--- src/rtl/rxf_pkg.sv ---
package rxf_pkg;
  localparam int CRC_W = 32;
  localparam logic [CRC_W-1:0] CRC_POLY = 32'h04C1_1DB7;
  localparam logic [CRC_W-1:0] CRC_SEED = '1;

  typedef enum logic [1:0] {
    ST_IDLE   = 2'd0,
    ST_SHIFT  = 2'd1,
    ST_DECIDE = 2'd2
  } rxf_state_e;

  // One step of the left-shifting CRC register for one data bit.
  function automatic logic [CRC_W-1:0] crc_step(input logic [CRC_W-1:0] cur, input logic din);
    logic fb;
    fb = cur[CRC_W-1] ^ din;
    return {cur[CRC_W-2:0], 1'b0} ^ (fb ? CRC_POLY : '0);
  endfunction
endpackage

--- src/rtl/rxf_ctrl.sv ---
module rxf_ctrl
  import rxf_pkg::*;
#(
  parameter int ADDR_W = 48
) (
  input  logic              clk,
  input  logic              rst_n,
  input  logic              in_valid,
  output logic              in_ready,
  input  logic [ADDR_W-1:0] in_addr,
  input  logic              in_wake,
  output logic              crc_init,
  output logic              crc_shift,
  output logic              crc_bit,
  output logic              decide,
  output logic [ADDR_W-1:0] addr_q,
  output logic              wake_q
);
  localparam int CNT_W = $clog2(ADDR_W);
  localparam logic [CNT_W-1:0] LAST_BIT = CNT_W'(ADDR_W - 1);

  rxf_state_e state;
  logic [CNT_W-1:0] bit_cnt;
  logic take;

  assign in_ready  = (state == ST_IDLE);
  assign take      = in_valid && in_ready;
  assign crc_init  = take;
  assign crc_shift = (state == ST_SHIFT);
  assign crc_bit   = addr_q[bit_cnt];
  assign decide    = (state == ST_DECIDE);

  always_ff @(posedge clk or negedge rst_n) begin
    if (!rst_n) begin
      state   <= ST_IDLE;
      bit_cnt <= '0;
      addr_q  <= '0;
      wake_q  <= 1'b0;
    end else begin
      unique case (state)
        ST_IDLE: begin
          if (take) begin
            addr_q  <= in_addr;
            wake_q  <= in_wake;
            bit_cnt <= '0;
            state   <= ST_SHIFT;
          end
        end
        ST_SHIFT: begin
          if (bit_cnt == LAST_BIT) begin
            state <= ST_DECIDE;
          end else begin
            bit_cnt <= bit_cnt + 1'b1;
          end
        end
        ST_DECIDE: state <= ST_IDLE;
        default:   state <= ST_IDLE;
      endcase
    end
  end
endmodule

--- src/rtl/rxf_crc_hash.sv ---
module rxf_crc_hash
  import rxf_pkg::*;
#(
  parameter int HASH_BITS = 6
) (
  input  logic                 clk,
  input  logic                 rst_n,
  input  logic                 init,
  input  logic                 shift,
  input  logic                 din,
  output logic [HASH_BITS-1:0] index
);
  logic [CRC_W-1:0] crc_q;

  always_ff @(posedge clk or negedge rst_n) begin
    if (!rst_n) begin
      crc_q <= CRC_SEED;
    end else if (init) begin
      crc_q <= CRC_SEED;
    end else if (shift) begin
      crc_q <= crc_step(crc_q, din);
    end
  end

  assign index = crc_q[CRC_W-1 -: HASH_BITS];
endmodule

--- src/rtl/rxf_addr_class.sv ---
module rxf_addr_class #(
  parameter int ADDR_W = 48
) (
  input  logic [ADDR_W-1:0] addr,
  input  logic [ADDR_W-1:0] station,
  output logic              is_bcast,
  output logic              is_mcast,
  output logic              station_hit
);
  localparam int OCTETS = ADDR_W / 8;
  logic [OCTETS-1:0] octet_eq;

  for (genvar g = 0; g < OCTETS; g++) begin : g_octet
    assign octet_eq[g] = (addr[g*8 +: 8] == station[g*8 +: 8]);
  end

  assign station_hit = &octet_eq;
  assign is_bcast    = &addr;
  assign is_mcast    = addr[0] && !is_bcast;
endmodule

--- src/rtl/rx_da_filter.sv ---
module rx_da_filter
  import rxf_pkg::*;
#(
  parameter int ADDR_W    = 48,
  parameter int HASH_BITS = 6,
  localparam int TABLE_W  = 1 << HASH_BITS
) (
  input  logic               clk,
  input  logic               rst_n,
  input  logic               da_valid,
  output logic               da_ready,
  input  logic [ADDR_W-1:0]  da,
  input  logic               wake_frame,
  input  logic               cfg_hash_mode,
  input  logic               cfg_hash_only,
  input  logic               cfg_bcast_dis,
  input  logic               cfg_wake_en,
  input  logic [ADDR_W-1:0]  station_addr,
  input  logic [TABLE_W-1:0] hash_table,
  output logic               verdict_done,
  output logic               verdict_accept
);
  logic crc_init, crc_shift, crc_bit, decide, wake_q;
  logic [ADDR_W-1:0] addr_q;
  logic [HASH_BITS-1:0] hash_idx;
  logic is_bcast, is_mcast, station_hit, hash_hit, verdict;

  rxf_ctrl #(.ADDR_W(ADDR_W)) ctrl_i (
    .clk(clk), .rst_n(rst_n),
    .in_valid(da_valid), .in_ready(da_ready), .in_addr(da), .in_wake(wake_frame),
    .crc_init(crc_init), .crc_shift(crc_shift), .crc_bit(crc_bit),
    .decide(decide), .addr_q(addr_q), .wake_q(wake_q)
  );

  rxf_crc_hash #(.HASH_BITS(HASH_BITS)) hash_i (
    .clk(clk), .rst_n(rst_n),
    .init(crc_init), .shift(crc_shift), .din(crc_bit), .index(hash_idx)
  );

  rxf_addr_class #(.ADDR_W(ADDR_W)) class_i (
    .addr(addr_q), .station(station_addr),
    .is_bcast(is_bcast), .is_mcast(is_mcast), .station_hit(station_hit)
  );

  assign hash_hit = hash_table[hash_idx];

  always_comb begin
    if (is_bcast) begin
      verdict = !cfg_bcast_dis || (cfg_wake_en && wake_q);
    end else if (cfg_hash_only || (cfg_hash_mode && is_mcast)) begin
      verdict = hash_hit;
    end else begin
      verdict = station_hit;
    end
  end

  always_ff @(posedge clk or negedge rst_n) begin
    if (!rst_n) begin
      verdict_done   <= 1'b0;
      verdict_accept <= 1'b0;
    end else begin
      verdict_done <= decide;
      if (decide) verdict_accept <= verdict;
    end
  end
endmodule

--- config.mk ---
export PLATFORM = sky130hd
export DESIGN_NAME = rx_da_filter
export DESIGN_NICKNAME = d
export VERILOG_FILES = /design/src/rtl/rxf_pkg.sv /design/src/rtl/rxf_ctrl.sv /design/src/rtl/rxf_crc_hash.sv /design/src/rtl/rxf_addr_class.sv /design/src/rtl/rx_da_filter.sv
export SDC_FILE = /design/constraint.sdc
export NUM_CORES = 1
export LEC_CHECK = 0
export ABC_AREA = 0
export BUFFER_PORTS_ARGS = -buffer_cell sky130_fd_sc_hd__buf_2
export CORE_ASPECT_RATIO = 0.75
export CORE_MARGIN = 4
export CORE_UTILIZATION = 50
export DETAILED_ROUTE_END_ITERATION = 12
export PLACE_DENSITY = 0.79
export SLEW_MARGIN = 15
export SYNTH_ARGS = -nofsm -noshare
export SYNTH_HDL_FRONTEND = slang
export SYNTH_SLANG_ARGS = --single-unit
--- constraint.sdc ---
create_clock -name clk -period 2.8 [get_ports clk]
set_input_delay 0.14 -clock clk [delete_from_list [all_inputs] [get_ports clk]]
set_output_delay 0.14 -clock clk [all_outputs]
set_load 0.005 [all_outputs]
# ---- Yosys cells after proc, flatten, opt, wreduce, memory -nomap -nowiden
# Index checks and enable logic that the tools add are counted.
dict set report op_classes {
  addsub 1
  magnitude_cmp 2
  eq_ne 12
  n_mux 15
  n_bitwise 2
  n_reduce_logical 16
}
# operator n
set ops {}
lappend ops {{$mux W32} 2}
lappend ops {{$eq A8 B8 Y1} 6}
lappend ops {{$reduce_and A48 Y1} 1}
lappend ops {{$xor A32 B32 Y32} 1}
lappend ops {{$mux W27} 1}
lappend ops {{$lt A6 B7 Y1 const B} 2}
lappend ops {{$bmux W1 S6} 2}
lappend ops {{$mux W6} 2}
lappend ops {{$pmux W6 S2} 1}
lappend ops {{$add A6 B1 Y6 const B} 1}
lappend ops {{$eq A6 B6 Y1 const B} 1}
lappend ops {{$reduce_and A6 Y1} 1}
lappend ops {{$logic_and A1 B1 Y1} 4}
lappend ops {{$mux W1} 4}
lappend ops {{$mux W2} 2}
lappend ops {{$ne A2 B2 Y1 const B} 2}
lappend ops {{$pmux W2 S2} 1}
lappend ops {{$reduce_and A2 Y1} 2}
lappend ops {{$reduce_bool A2 Y1} 2}
lappend ops {{$reduce_and A3 Y1} 1}
lappend ops {{$eq A2 B1 Y1 const B} 1}
lappend ops {{$eq A2 B2 Y1 const B} 1}
lappend ops {{$logic_not A1 Y1} 2}
lappend ops {{$logic_not A2 Y1} 1}
lappend ops {{3 further kinds} 4}
dict set report totals {
  ff_bits 91
  in_bits 168
  out_inout_bits 3
  wordCells 55
}

# ---- Longest topological paths before layout
dict set report logic_depth {
  ltp_word 7
  ltp_mapped 9
  mapped_depth_nobuf 6
}

# ---- Cells and area by module
# Synthesis repeated with hierarchy kept, for this count alone.
dict set report hier_totals {
  cells_unflattened 449
  hier_area_um2 5761.8
}
# module instances cells_per_inst area_per_inst_um2 seq_area_each_um2
set modules_own_cells {}
lappend modules_own_cells {rxf_ctrl 1 170 2641.3 1426.4}
lappend modules_own_cells {rxf_crc_hash 1 129 1770.4 840.8}
lappend modules_own_cells {rx_da_filter 1 69 713.2 50.0}
lappend modules_own_cells {rxf_addr_class 1 81 636.9 0.0}

# ---- Worst setup path after synthesis
# Ideal clock, no wire load.
dict set report synth_path {
  path_type {register -> register}
  from {register hash_i.crc_q[26]}
  to {register verdict_accept}
  setup_ps 132
  t_arrival_ps 2058
  t_required_ps 2668
  slack_ps 610
  path_stages_with_launch 8
  n_path_buf 2
  synth_period_minus_slack_ps 2190
  cell_sequence {dfstp_2 > buf_2 > buf_2 > mux4_2 > mux2i_1 > a2111oi_0 > nor4b_1 > o21ai_0}
}
dict set report synth_via {
  elab_chain_cells 4
}
# item line_no
set synth_rtl {}
lappend synth_rtl {{from (decl)} rxf_crc_hash.sv:13} ;# logic [CRC_W-1:0] crc_q;
lappend synth_rtl {{from (signal assigned)} rxf_crc_hash.sv:21} ;# crc_q <= crc_step(crc_q, din);
lappend synth_rtl {{$bmux W1 S6} rx_da_filter.sv:45} ;# assign hash_hit = hash_table[hash_idx];
lappend synth_rtl {{$mux W1 (implied by the code)} rx_da_filter.sv:45}
lappend synth_rtl {{$mux W1} rx_da_filter.sv:50} ;# end else if (cfg_hash_only || (cfg_hash_mode && is_mcast)) begin
lappend synth_rtl {{$mux W1} rx_da_filter.sv:48} ;# if (is_bcast) begin
lappend synth_rtl {{to (signal assigned)} rx_da_filter.sv:63} ;# if (decide) verdict_accept <= verdict;
lappend synth_rtl {{to (decl)} rx_da_filter.sv:21} ;# output logic verdict_accept
# No other way between the ends. The select of a mux whose other input is x is not followed.
# A chain may end at the register's enable or synchronous reset.

# ---- Worst setup path after layout
dict set report layout_path {
  from {register ctrl_i.bit_cnt[2]}
  to {register hash_i.crc_q[26]}
}
dict set report layout_via {
  elab_chain_cells 7
}
# item line_no
set layout_rtl {}
lappend layout_rtl {{from (decl)} rxf_ctrl.sv:23} ;# logic [CNT_W-1:0] bit_cnt;
lappend layout_rtl {{from (signal assigned)} rxf_ctrl.sv:53} ;# bit_cnt <= bit_cnt + 1'b1;
lappend layout_rtl {{$bmux W1 S6} rxf_ctrl.sv:30} ;# assign crc_bit = addr_q[bit_cnt];
lappend layout_rtl {{$mux W1 (implied by the code)} rxf_ctrl.sv:30}
lappend layout_rtl {{$xor A1 B1 Y1} rxf_pkg.sv:15} ;# fb = cur[CRC_W-1] ^ din;
lappend layout_rtl {{$mux W27} rxf_pkg.sv:16} ;# return {cur[CRC_W-2:0], 1'b0} ^ (fb ? CRC_POLY : '0);
lappend layout_rtl {{$xor A32 B32 Y32} rxf_pkg.sv:16}
lappend layout_rtl {{$mux W32} rxf_crc_hash.sv:20} ;# end else if (shift) begin
lappend layout_rtl {{$mux W32} rxf_crc_hash.sv:18} ;# end else if (init) begin
# No other way between the ends. The select of a mux whose other input is x is not followed.

==> metrics <==
global-route wire length before repair=27.9 mm; Initial DRC Count=504; Avg Synthesized Cell Area=9.26 sq um; Final Non-Filler Cells=948; multiplexer area fraction after synthesis=0.132; initial antenna violation count=0; worst hold-check path type=primary input to register; Final HPWL DP=12.8 mm; Max Cap Violations=0; Fillers=879; adder-cell share of the synthesized area=0.00222; Antenna Cells=0; antenna-violating nets left=0; TritonCTS Buffers=9; Nets=972; EDFF count, synth=0; Switching Power=610 uW; CTS tree=yes; Syn Nets=777; Root Driver=clkbuf_16; Power Dens Cells=394 nW/um^2; DR DRC count=0; Max clock buf depth=2; H-tree levels=3; CP Capture Type=register; Ys Warns=0; largest net degree at the start of global routing=76; Clk pin slew, worst setup/hold paths=70 ps; Wirelength per Cell=18.8 um; Tmin final=2580 ps; worst vdd ir=0.403 mV; unrepaired setup endpoints after global routing=false; Placed Cells=892; outcome=finished, final reports clean; # port buffers=170; DR vias=5513; complex-gate fraction of the synthesized area=0.107; Total Wirelength=17.9 mm; Logic pwr share=0.089; layout cells sized above 1=0.323; Max FO, Critical Path=13; setup tns final=0 ps; LEAKAGE=3.69 nW; Critical Path RT=3030 ps; Cell variety after synth=48; Total GRT Usage=0.273; clk_lat worst skew=340 ps; # rows=33; Simple-Gate Fraction of Synth Area=0.210; Hold Violations, Final=0; fmax=388 MHz; routability congestion estimate from global placement=0.916; Slew @ Worst Pin=935 ps; vias in the first global route=5454; die area=13000 sq um; #FFs+latches synth=91; Detailed Routing Iterations Pass 1=6; most used flip-flop cell after synthesis=dfrtp_1; Mapped Area=5630 sq um; switch share=0.211; startpoint types=register; Pins Over Slew Limit=0; Mapped Cells=608; clock share of power=0.455; final setup fails=0; Sequential Power Share=0.456; worst setup path class=register to register; die height=99.9 um; initial core utilization=0.513; Period Utilization, post-route=0.920; Async SR Flop Fraction=1.00; Area Overhead vs Synth=30.1%; crit path DAT=2810 ps; clock sinks=91; vias per cell=5.82; Final Skew=8.29 ps; largest family of logic cells by synthesized area=simple AND/OR/NAND/NOR gates; I/O pin count=171; Internal=2.28 mW; GRT overflow=0; die width=131 um; Slew HR=0.377; Core ar.=11000 sq um; Seq/Total Area, Yosys=0.411; Post-Synth XOR/XNOR Area=0.0995
[cells by family (layout without fill, tap and decap cells)]
logic type / count (synthesis) / in the layout
AO/OA/AOI/OAI: 88 / 88
XOR/XNOR: 64 / 64
adder cells (fa/ha/maj): 1 / 1
buffers and inverters: 48 / 248
flip-flops: 91 / 91
multiplexers: 43 / 43
AND/OR/NAND/NOR: 273 / 273
[final timing paths]
path / cells past startpoint / slack, ps / to / start
hold / removal: 3 / 10 / ctrl_i.addr_q[11] / da[11]
setup reg to reg: 6 / 220 / hash_i.crc_q[26] / ctrl_i.bit_cnt[2]
setup / recovery: 6 / 220 / hash_i.crc_q[26] / ctrl_i.bit_cnt[2]
hold reg to reg: 2 / 500 / hash_i.crc_q[9] / hash_i.crc_q[8]
max in group asynchronous: 3 / 1430 / hash_i.crc_q[25] / rst_n
min in group asynchronous: 2 / 490 / ctrl_i.addr_q[7] / rst_n
[worst max-delay path, cell delays in order, from the launching register on]
cell       delay, ps
dfrtp_1          690
mux4_2           570
o2bb2ai_1        240
o22ai_1          160
nand2_1          390
a21oi_1          140
a211oi_1         280
[what timing repair did]
item | 4_1_cts | 5_1_grt
setup buffers | 0 | 0
resized for setup | 0 | 0
hold buffers | 40 | 0
hold endpoints to repair | 98 | 0
[power by group through the flow]
stage	clock [mW]	combinational, mW	sequential, mW
2_1_floorplan	0	0.0491	1.34
3_3_place_gp	0	0.206	1.34
3_5_place_dp	0	0.211	1.34
4_1_cts	1.33	0.255	1.32
5_1_grt	1.39	0.280	1.32
6_report	1.31	0.258	1.32
[synthesized netlist by cell type (all sizes together), types with 4 or more instances]
| cell | count | share of area |
|---|---|---|
| nand2b | 4 | 0.0044 |
| dfrtp | 59 | 0.26 |
| a21oi | 36 | 0.032 |
| a211oi | 15 | 0.021 |
| clkbuf | 23 | 0.015 |
| dfstp | 32 | 0.15 |
| inv | 6 | 0.0040 |
| nand4 | 17 | 0.020 |
| mux2i | 16 | 0.028 |
| o21ai | 8 | 0.0071 |
| xor2 | 49 | 0.076 |
| nand2 | 166 | 0.11 |
| mux2 | 4 | 0.0087 |
| nand3 | 8 | 0.0071 |
| nor2 | 46 | 0.031 |
| mux4 | 23 | 0.095 |
| nor2b | 7 | 0.0078 |
| xnor2 | 15 | 0.023 |
| nor4 | 15 | 0.017 |
| buf | 19 | 0.019 |
| o32ai | 13 | 0.020 |
[state kept, by name, summed over array words and instances (netlist names)]
name	cells
ctrl_i.addr_q	48
ctrl_i.bit_cnt	6
ctrl_i.state	2
ctrl_i.wake_q	1
hash_i.crc_q	32
verdict_accept	1
verdict_done	1
[metal layers]
metal  track usage  up-vias  routed length [um]
met1         0.372     2659                7520
met4        0.0656        0                 267
met5             0        -                   0
li1              -     2523                   -
met2         0.450      299                8380
met3        0.0596       32                1700
[layout make-up]
class	count	area [sq um]	share of cell area
multi-input combinational	469	3110	0.424
sequential	91	2320	0.316
timing repair buffer	226	1390	0.189
clock buffer	12	246	0.0336
tap	140	175	0.0239
clock inverter	4	75.1	0.0102
inverter	6	22.5	0.00307
[through the flow]
step	worst slack [ps]	instance area, sq um	util	hold slack, ps	total power [mW]
floorplan	610	5630	-	-156	1.39
global placement	333	6610	0.602	328	1.55
detailed placement	250	6610	0.602	332	1.55
CTS	252	7330	0.667	1.08	2.91
global route	14.8	7330	0.667	7.06	2.99
finish	223	7330	0.667	10.8	2.89
[cells in the final DEF (no fill, tap or decap), drive strengths merged, types with 16 or more instances in the layout]
cell / synthesis / final
a21oi: 36 / 36
nand2: 166 / 166
buf: 19 / 186
mux2i: 16 / 16
dfstp: 32 / 32
xor2: 49 / 49
nand4: 17 / 17
dfrtp: 59 / 59
mux4: 23 / 23
dlygate4sd3: 0 / 40
nor2: 46 / 46
Note: power is estimated with default switching activity, not from simulation.
